`config.mk`:
```
export PLATFORM = sky130hd
export DESIGN_NAME = frame_phase_detector
export DESIGN_NICKNAME = d
export VERILOG_FILES = /design/src/rtl/frame_phase_pkg.sv /design/src/rtl/fpd_gate_div.sv /design/src/rtl/fpd_age_ctr.sv /design/src/rtl/fpd_report.sv /design/src/rtl/frame_phase_detector.sv
export SDC_FILE = /design/constraint.sdc
export NUM_CORES = 1
export LEC_CHECK = 0
export BUFFER_PORTS_ARGS = -buffer_cell sky130_fd_sc_hd__buf_2
export CAP_MARGIN = 20
export CORE_UTILIZATION = 25
export DETAILED_ROUTE_END_ITERATION = 6
export GPL_TIMING_DRIVEN = 0
export PLACE_DENSITY = 0.5
export SYNTH_ARGS = -nofsm -noshare
export SYNTH_HDL_FRONTEND = slang
export SYNTH_HIERARCHICAL = 1
export SYNTH_SLANG_ARGS = --single-unit
```
`constraint.sdc`:
```
create_clock -name clk -period 6.6 [get_ports clk]
set_input_delay 0.66 -clock clk [delete_from_list [all_inputs] [get_ports clk]]
set_output_delay 0.66 -clock clk [all_outputs]
set_load 0.01 [all_outputs]
```
`src/rtl/frame_phase_pkg.sv`:
```
package frame_phase_pkg;
  // Policy applied when a report is out of range
  typedef enum logic {
    OOR_REALIGN = 1'b0,
    OOR_HOLD    = 1'b1
  } oor_mode_e;
endpackage

```
`src/rtl/fpd_gate_div.sv`:
```
module fpd_gate_div #(
  parameter int DIV_W = 8
) (
  input  logic             clk,
  input  logic             rst,
  input  logic [DIV_W-1:0] div_val,
  output logic             tick
);
  logic [DIV_W-1:0] cnt_q;
  logic [DIV_W-1:0] last_c;

  always_comb last_c = (div_val == '0) ? '0 : div_val - 1'b1;

  // >= keeps the counter bounded if div_val shrinks at run time
  assign tick = (cnt_q >= last_c);

  always_ff @(posedge clk) begin
    if (rst)       cnt_q <= '0;
    else if (tick) cnt_q <= '0;
    else           cnt_q <= cnt_q + 1'b1;
  end
endmodule

```
`src/rtl/fpd_age_ctr.sv`:
```
module fpd_age_ctr #(
  parameter int LIMIT = 511,
  parameter int CNT_W = $clog2(LIMIT + 1)
) (
  input  logic             clk,
  input  logic             rst,
  input  logic             start,
  input  logic             stop,
  input  logic             tick,
  output logic             active,
  output logic [CNT_W-1:0] count
);
  localparam logic [CNT_W-1:0] LIM_C = CNT_W'(LIMIT);

  // start wins over stop; an event in the same cycle wins over expiry
  always_ff @(posedge clk) begin
    if (rst) begin
      active <= 1'b0;
      count  <= '0;
    end else if (start) begin
      active <= 1'b1;
      count  <= '0;
    end else if (stop) begin
      active <= 1'b0;
    end else if (active && tick) begin
      if (count == LIM_C) active <= 1'b0;
      else                count  <= count + 1'b1;
    end
  end
endmodule

```
`src/rtl/fpd_report.sv`:
```
module fpd_report
  import frame_phase_pkg::*;
#(
  parameter int ERR_W = 10
) (
  input  logic                    clk,
  input  logic                    rst,
  input  logic                    capture,
  input  oor_mode_e               mode,
  input  logic                    held_oor,
  input  logic signed [ERR_W-1:0] held_val,
  output logic signed [ERR_W-1:0] phase_err,
  output logic                    err_valid,
  output logic                    reinit
);
  always_ff @(posedge clk) begin
    if (rst) begin
      phase_err <= '0;
      err_valid <= 1'b0;
      reinit    <= 1'b0;
    end else begin
      err_valid <= capture;
      reinit    <= capture & held_oor;
      if (capture) begin
        if (!held_oor)                phase_err <= held_val;
        else if (mode == OOR_REALIGN) phase_err <= '0;
      end
    end
  end
endmodule

```
`src/rtl/frame_phase_detector.sv`:
```
module frame_phase_detector
  import frame_phase_pkg::*;
#(
  parameter int DIV_W     = 8,
  parameter int RANGE_LIM = 511,
  parameter int ERR_W     = $clog2(RANGE_LIM + 1) + 1
) (
  input  logic                    clk,
  input  logic                    rst,
  input  logic [DIV_W-1:0]        div_val,
  input  logic                    reinit_mode,
  input  logic                    loc_sync,
  input  logic                    mst_frame,
  output logic signed [ERR_W-1:0] phase_err,
  output logic                    err_valid,
  output logic                    reinit
);
  localparam int CNT_W = ERR_W - 1;

  logic             gate_tick;
  logic             lead_active, lag_active;
  logic [CNT_W-1:0] lead_cnt, lag_cnt;
  logic             lead_start, lag_start;
  logic             held_oor;
  logic signed [ERR_W-1:0] held_val;

  fpd_gate_div #(.DIV_W(DIV_W)) u_div (
    .clk(clk), .rst(rst), .div_val(div_val), .tick(gate_tick)
  );

  // Leading local sync waiting for a master pulse; a newer one restarts it
  assign lead_start = loc_sync & ~mst_frame & ~lag_active;
  fpd_age_ctr #(.LIMIT(RANGE_LIM), .CNT_W(CNT_W)) u_lead (
    .clk(clk), .rst(rst), .start(lead_start), .stop(mst_frame),
    .tick(gate_tick), .active(lead_active), .count(lead_cnt)
  );

  // Window after a master pulse that found no leading local sync
  assign lag_start = mst_frame & ~loc_sync & ~lead_active;
  fpd_age_ctr #(.LIMIT(RANGE_LIM), .CNT_W(CNT_W)) u_lag (
    .clk(clk), .rst(rst), .start(lag_start), .stop(loc_sync),
    .tick(gate_tick), .active(lag_active), .count(lag_cnt)
  );

  // Measurement of the current frame, reported at the next master pulse.
  // Opening a window parks an out-of-range result that a trailing sync overwrites.
  always_ff @(posedge clk) begin
    if (rst) begin
      held_oor <= 1'b1;
      held_val <= '0;
    end else if (mst_frame) begin
      if (loc_sync) begin
        held_oor <= 1'b0;
        held_val <= '0;
      end else if (lead_active) begin
        held_oor <= 1'b0;
        held_val <= -$signed({1'b0, lead_cnt});
      end else begin
        held_oor <= 1'b1;
      end
    end else if (loc_sync && lag_active) begin
      held_oor <= 1'b0;
      held_val <= $signed({1'b0, lag_cnt});
    end
  end

  fpd_report #(.ERR_W(ERR_W)) u_rep (
    .clk(clk), .rst(rst), .capture(mst_frame),
    .mode(oor_mode_e'(reinit_mode)),
    .held_oor(held_oor), .held_val(held_val),
    .phase_err(phase_err), .err_valid(err_valid), .reinit(reinit)
  );
endmodule

```
; ---- Yosys cells after proc, flatten, opt, wreduce, memory -nomap -nowiden
; Index checks and enable logic that the tools add are counted.
[totals]
regBits = 51
output_inout_bits = 12
wordCells = 68
[classes]
n_reduce_logical = 18
magnitude_cmp = 1
n_mux = 19
addsub = 5
eq_ne = 4
bitwise = 11
[op_table]
columns = cell, n
row1 = $mux W10, 6
row2 = $add A9 B1 Y9 const B, 2
row3 = $eq A9 B9 Y1 const B, 2
row4 = $mux W1, 12
row5 = $reduce_bool A3 Y1, 4
row6 = $neg A9 Y10, 1
row7 = $add A8 B1 Y8 const B, 1
row8 = $ge A8 B8 Y1, 1
row9 = $logic_not A8 Y1, 1
row10 = $mux W8, 1
row11 = $reduce_and A2 Y1, 4
row12 = $sub A8 B1 Y8 const B, 1
row13 = $not A1 Y1, 6
row14 = $reduce_and A3 Y1, 2
row15 = $reduce_or A2 Y1, 3
row16 = $and A1 B1 Y1, 5
row17 = $logic_and A1 B1 Y1, 3
row18 = $ne A3 B2 Y1 const B, 1
row19 = $ne A2 B2 Y1 const B, 1
row20 = $reduce_bool A2 Y1, 1

; ---- Longest topological paths before layout
[depth]
depth_word = 7
mapped_depth = 14
mapped_depth_nobuf = 13

; ---- By module
; Netlist, hierarchy kept.
[modules_own_cells]
columns = mod, instances, area_per_inst_um2, cells_each, seq_area_each_um2
row1 = fpd_age_ctr, 2, 500.5, 57, 200.2
row2 = frame_phase_detector, 1, 693.2, 85, 220.2
row3 = fpd_gate_div, 1, 684.4, 75, 160.2
row4 = fpd_report, 1, 516.7, 49, 240.2

; ---- Worst setup path before layout
; No wires, ideal clock.
[synth_timing]
path_type = input port to flip-flop
from = in div_val[0]
to = reg u_lag.count[2]
slack_ns = 3.013
setup_time_ns = 0.070
required_ns = 6.530
path_stages = 14
arrival_time_ns = 3.517
path_cell_list = inv_1 > ha_1 > nor2b_4 > nand3b_2 > or3_4 > and2_4 > ha_1 > nand2b_1 > a31oi_2 > o21ai_0 > nand4bb_4 > buf_4 > or3_1 > a21oi_1
[synth_via]
elab_chain_cells = 5
word_cells_on_any_way = 6
[synth_rtl]
columns = item, line_no
row1 = from (decl), frame_phase_detector.sv:10  ; input logic [DIV_W-1:0] div_val,
row2 = $sub A8 B1 Y8 or $logic_not A8 Y1 (tied branches), fpd_gate_div.sv:12  ; always_comb last_c = (div_val == '0) ? '0 : div_val - 1'b1;
row3 = $mux W8 *, fpd_gate_div.sv:12
row4 = $ge A8 B8 Y1 *, fpd_gate_div.sv:15  ; assign tick = (cnt_q >= last_c);
row5 = via gate_tick, frame_phase_detector.sv:20  ; logic gate_tick;
row6 = $logic_and A1 B1 Y1 *, fpd_age_ctr.sv:25  ; end else if (active && tick) begin
row7 = $reduce_and A3 Y1 (no line) *, n/a
row8 = to (signal assigned), fpd_age_ctr.sv:27  ; else count <= count + 1'b1;
row9 = to (decl), fpd_age_ctr.sv:11  ; output logic [CNT_W-1:0] count
; The timed path passes the listed nets; every way through them passes the cells marked *.
; A chain may end at the register's enable or synchronous reset.

; ---- Worst setup path after layout
[layout_timing]
from = in div_val[0]
to = reg u_lead.count[2]
[layout_via]
elab_chain_cells = 5
word_cells_on_any_way = 6
[layout_rtl]
columns = item, line_no
row1 = $sub A8 B1 Y8 or $logic_not A8 Y1 (tied branches), fpd_gate_div.sv:12
row2 = $mux W8 *, fpd_gate_div.sv:12
row3 = $ge A8 B8 Y1 *, fpd_gate_div.sv:15
row4 = via gate_tick, frame_phase_detector.sv:20
row5 = $logic_and A1 B1 Y1 *, fpd_age_ctr.sv:25
row6 = $reduce_and A3 Y1 (no line) *, n/a
row7 = to (signal assigned), fpd_age_ctr.sv:27
row8 = to (decl), fpd_age_ctr.sv:11
; Marks and branches as above.

==> results.md <==
* Simple-gate share of the synthesized area at 0.3090
* Gpl congestion at 0.7759
* Starting Density at 0.2614
* Max-cap violation count at 0
* Final nets at 383
* Hold path depth at 2
* All-Layer GR Usage at 0.1121
* Worst min path class: reg -> reg
* Root Driver: clkbuf_16
* Crit path arrival time at 3.74 ns
* Mapped Cells at 323
* Area Growth Syn to Fin at 16.51%
* Total die area at 12020 um^2
* Largest net degree at the start of global routing at 17
* Mux contribution to synthesized area at 0.003457
* # rows at 38
* CP Class: in -> reg
* Power after layout at 0.6923 mW
* Met3 Routed Length at 177 um
* CTS tree: built
* Final setup violation count at 0
* Skew final at 0.006131 ns
* Largest family of logic cells by synthesized area: simple AND/OR/NAND/NOR gates
* FF-to-FF End: u_lead/count[2]
* Num CTS Buffers at 5
* Clk slew on worst S/H paths at 0.07 ns
* Yosys warning count at 6
* Metal1 wirelength at 2985 um
* Sinks on Clock Net at 51
* Worst Tran Pin Value at 0.4727 ns
* Setup crit start: div_val[0]
* Grt ovf at 0
* Met2 WL at 2940 um
* Layout cell share with drive strength beyond 1 at 0.1798
* Wire per inst at 12.51 um
* Max_slew headroom at 0.6837
* Final WL at 6206 um
* Max Buffers Root-to-Sink at 2
* Via/cell ratio at 4.819
* Synth Area in XOR/XNOR at 0.04840
* Netlist Area Pre-Place at 2895 um^2
* Highest routed layer: met4
* WHS Endpoint: held_val[9]
* Post-synthesis adder-cell area fraction at 0.06482
* Die Span X at 109.6 um
* Worst slack, placed at 2.383 ns
* Cts hold-fix bufs at 0
* Power Dens Cells at 205.2 nW/um^2
* Post-CTS Resized at 0
* Final Max Tran Viols at 0
* Port Buffers at 24
* Synth Area in Compound Gates at 0.1802
* Antenna-violating nets left at 0
* Top-Level Pins at 25
* Seq/Total Area, Yosys at 0.3526
* Syn avg cell area at 8.964 um^2
* Post-DP HPWL at 4704 um
* Core area at 11080 um^2
* DRC Markers at 0
* Placed insts at 487
* Worst Setup Start Kind: input port
* RSZ-0062 raised after global routing: false
* Most common cell after layout, fill and taps aside: dfxtp_1
* Async S/R FF share, synth at 0
* Vias at 2390
* Leakage Power at 1.258 nW
* Worst hold path startpoint: held_val[9]
* Antenna cells at 0
* Vias in the first global route at 2308
* Most frequent cells in the layout: dfxtp_1 (51), buf_2 (27), nor2_1 (25)
* Unique masters post-synth at 60
* Status: completed
* R2R depth at 9
* Final std cells w/o fill at 496
* Initial antenna violation count at 0
* Syn_nets at 351
* CP Data Required Time at 6.82 ns
* Post-CTS Setup Bufs at 0
* Hold Fails Final Rpt at 0
* R2r startpoint: u_div/cnt_q[7]
* Ys flop type: dfxtp_1
* Worst VDD drop at 0.1177 mV
* Initial DRC count at 86
* Worst Setup End Kind: flop
* Final Cycle Share at 0.5341
* Maximum net fanout on the critical path at 10
* Worst-skew pair later-pin latency at 0.29 ns
* Minimum clock period at 3.525 ns
* Fin Setup TNS at 0 ns
* Upper clock frequency limit at 283.7 MHz
* First-pass GRT wire length at 10660 um
* Die span in y at 109.6 um
* Flop2flop setup slack at 4.07 ns
* Yosys reg bits at 51
* H-tree depth at 2
* Number of enable flip-flop cells after synthesis at 0
* Drt first pass iters at 6
* Final WS setup at 3.075 ns
==> final cells by class <==
type,count,area (um^2)
Multi-Input combinational cell,244,1754
Inverter,16,60.06
Timing Repair Buffer,25,125.1
Buffer,12,60.06
Tap cell,140,175.2
Fill cell,1200,7705
Clock inverter,2,38.79
Clock buffer,6,138.9
Sequential cell,51,1021
==> critical path, cell delays in order <==
cell       delay, ns
buf_2           0.10
inv_1           0.07
ha_1            0.16
nor2b_4         0.18
nand3b_2        0.11
or3_4           0.37
and2_4          0.17
ha_1            0.26
nand2b_1        0.11
a31oi_2         0.12
o21ai_0         0.35
buf_2           0.26
nand4bb_4       0.16
buf_4           0.21
or3_1           0.30
a21oi_1         0.15
==> cells in the mapped netlist, types with 4 or more instances <==
library cell,n,area [um^2]
a21oi_1,21,105.1
a31oi_1,4,25.02
clkbuf_1,6,22.52
dfxtp_1,51,1021
ha_1,15,187.7
inv_1,15,56.30
nand2_1,21,78.83
nand2b_1,16,100.1
nand3_1,12,60.06
nand4bb_1,10,112.6
nor2_1,25,93.84
nor3_1,12,60.06
o21a_1,4,30.03
o21ai_0,15,75.07
o31ai_1,6,45.04
or3_1,4,25.02
or4_1,6,45.04
xnor2_1,7,61.31
xor2_1,9,78.83
==> stage by stage <==
step                hold slack, ns  utilization  area [um^2]
CTS                         0.4606       0.3040         3368
global route                0.4900       0.3045         3373
global placement            0.4512       0.2880         3191
floorplan                   0.4363            -         2895
finish                      0.4591       0.3045         3373
detailed placement          0.4506       0.2880         3191
==> sequential cells by signal, summed over array words and instances (netlist names), 8 cells and up <==
name / cells
u_rep/phase_err: 10
u_lead/count: 9
u_lag/count: 9
held_val: 10
u_div/cnt_q: 8
==> kinds of logic (layout without fill, tap and decap cells) <==
logic type / count (synthesis) / after routing
buffers and inverters: 28 / 61
xor gates and xnor gates: 16 / 16
DFF: 51 / 51
adders and majority gates: 15 / 15
and+or+nand+nor: 139 / 139
AOI/OAI and AO/OA: 73 / 73
muxes: 1 / 1
==> power breakdown <==
group / internal [mW] / switching (mW) / leakage (nW)
logic: 0.0284 / 0.0362 / 0.756
registers: 0.315 / 0.00724 / 0.414
clock network: 0.191 / 0.115 / 0.0875
==> routing by layer <==
| layer | vias to the layer above | GRT usage |
|---|---|---|
| li1 | 1229 | - |
| met1 | 1110 | 0.1391 |
| met2 | 42 | 0.1959 |
| met3 | 9 | 0.01838 |
| met4 | 0 | 0.03714 |
| met5 | - | 0 |
==> worst max path at each step <==
stage | end | slack (ns)
after floorplan | u_lag/count[2] | 3.01
after global placement | u_lead/count[2] | 2.46
after detailed placement | u_lead/count[2] | 2.38
after CTS | u_lead/count[2] | 2.68
after global routing | u_lead/count[7] | 2.76
final | u_lead/count[2] | 3.07
Note: power is estimated with default switching activity, not from simulation.
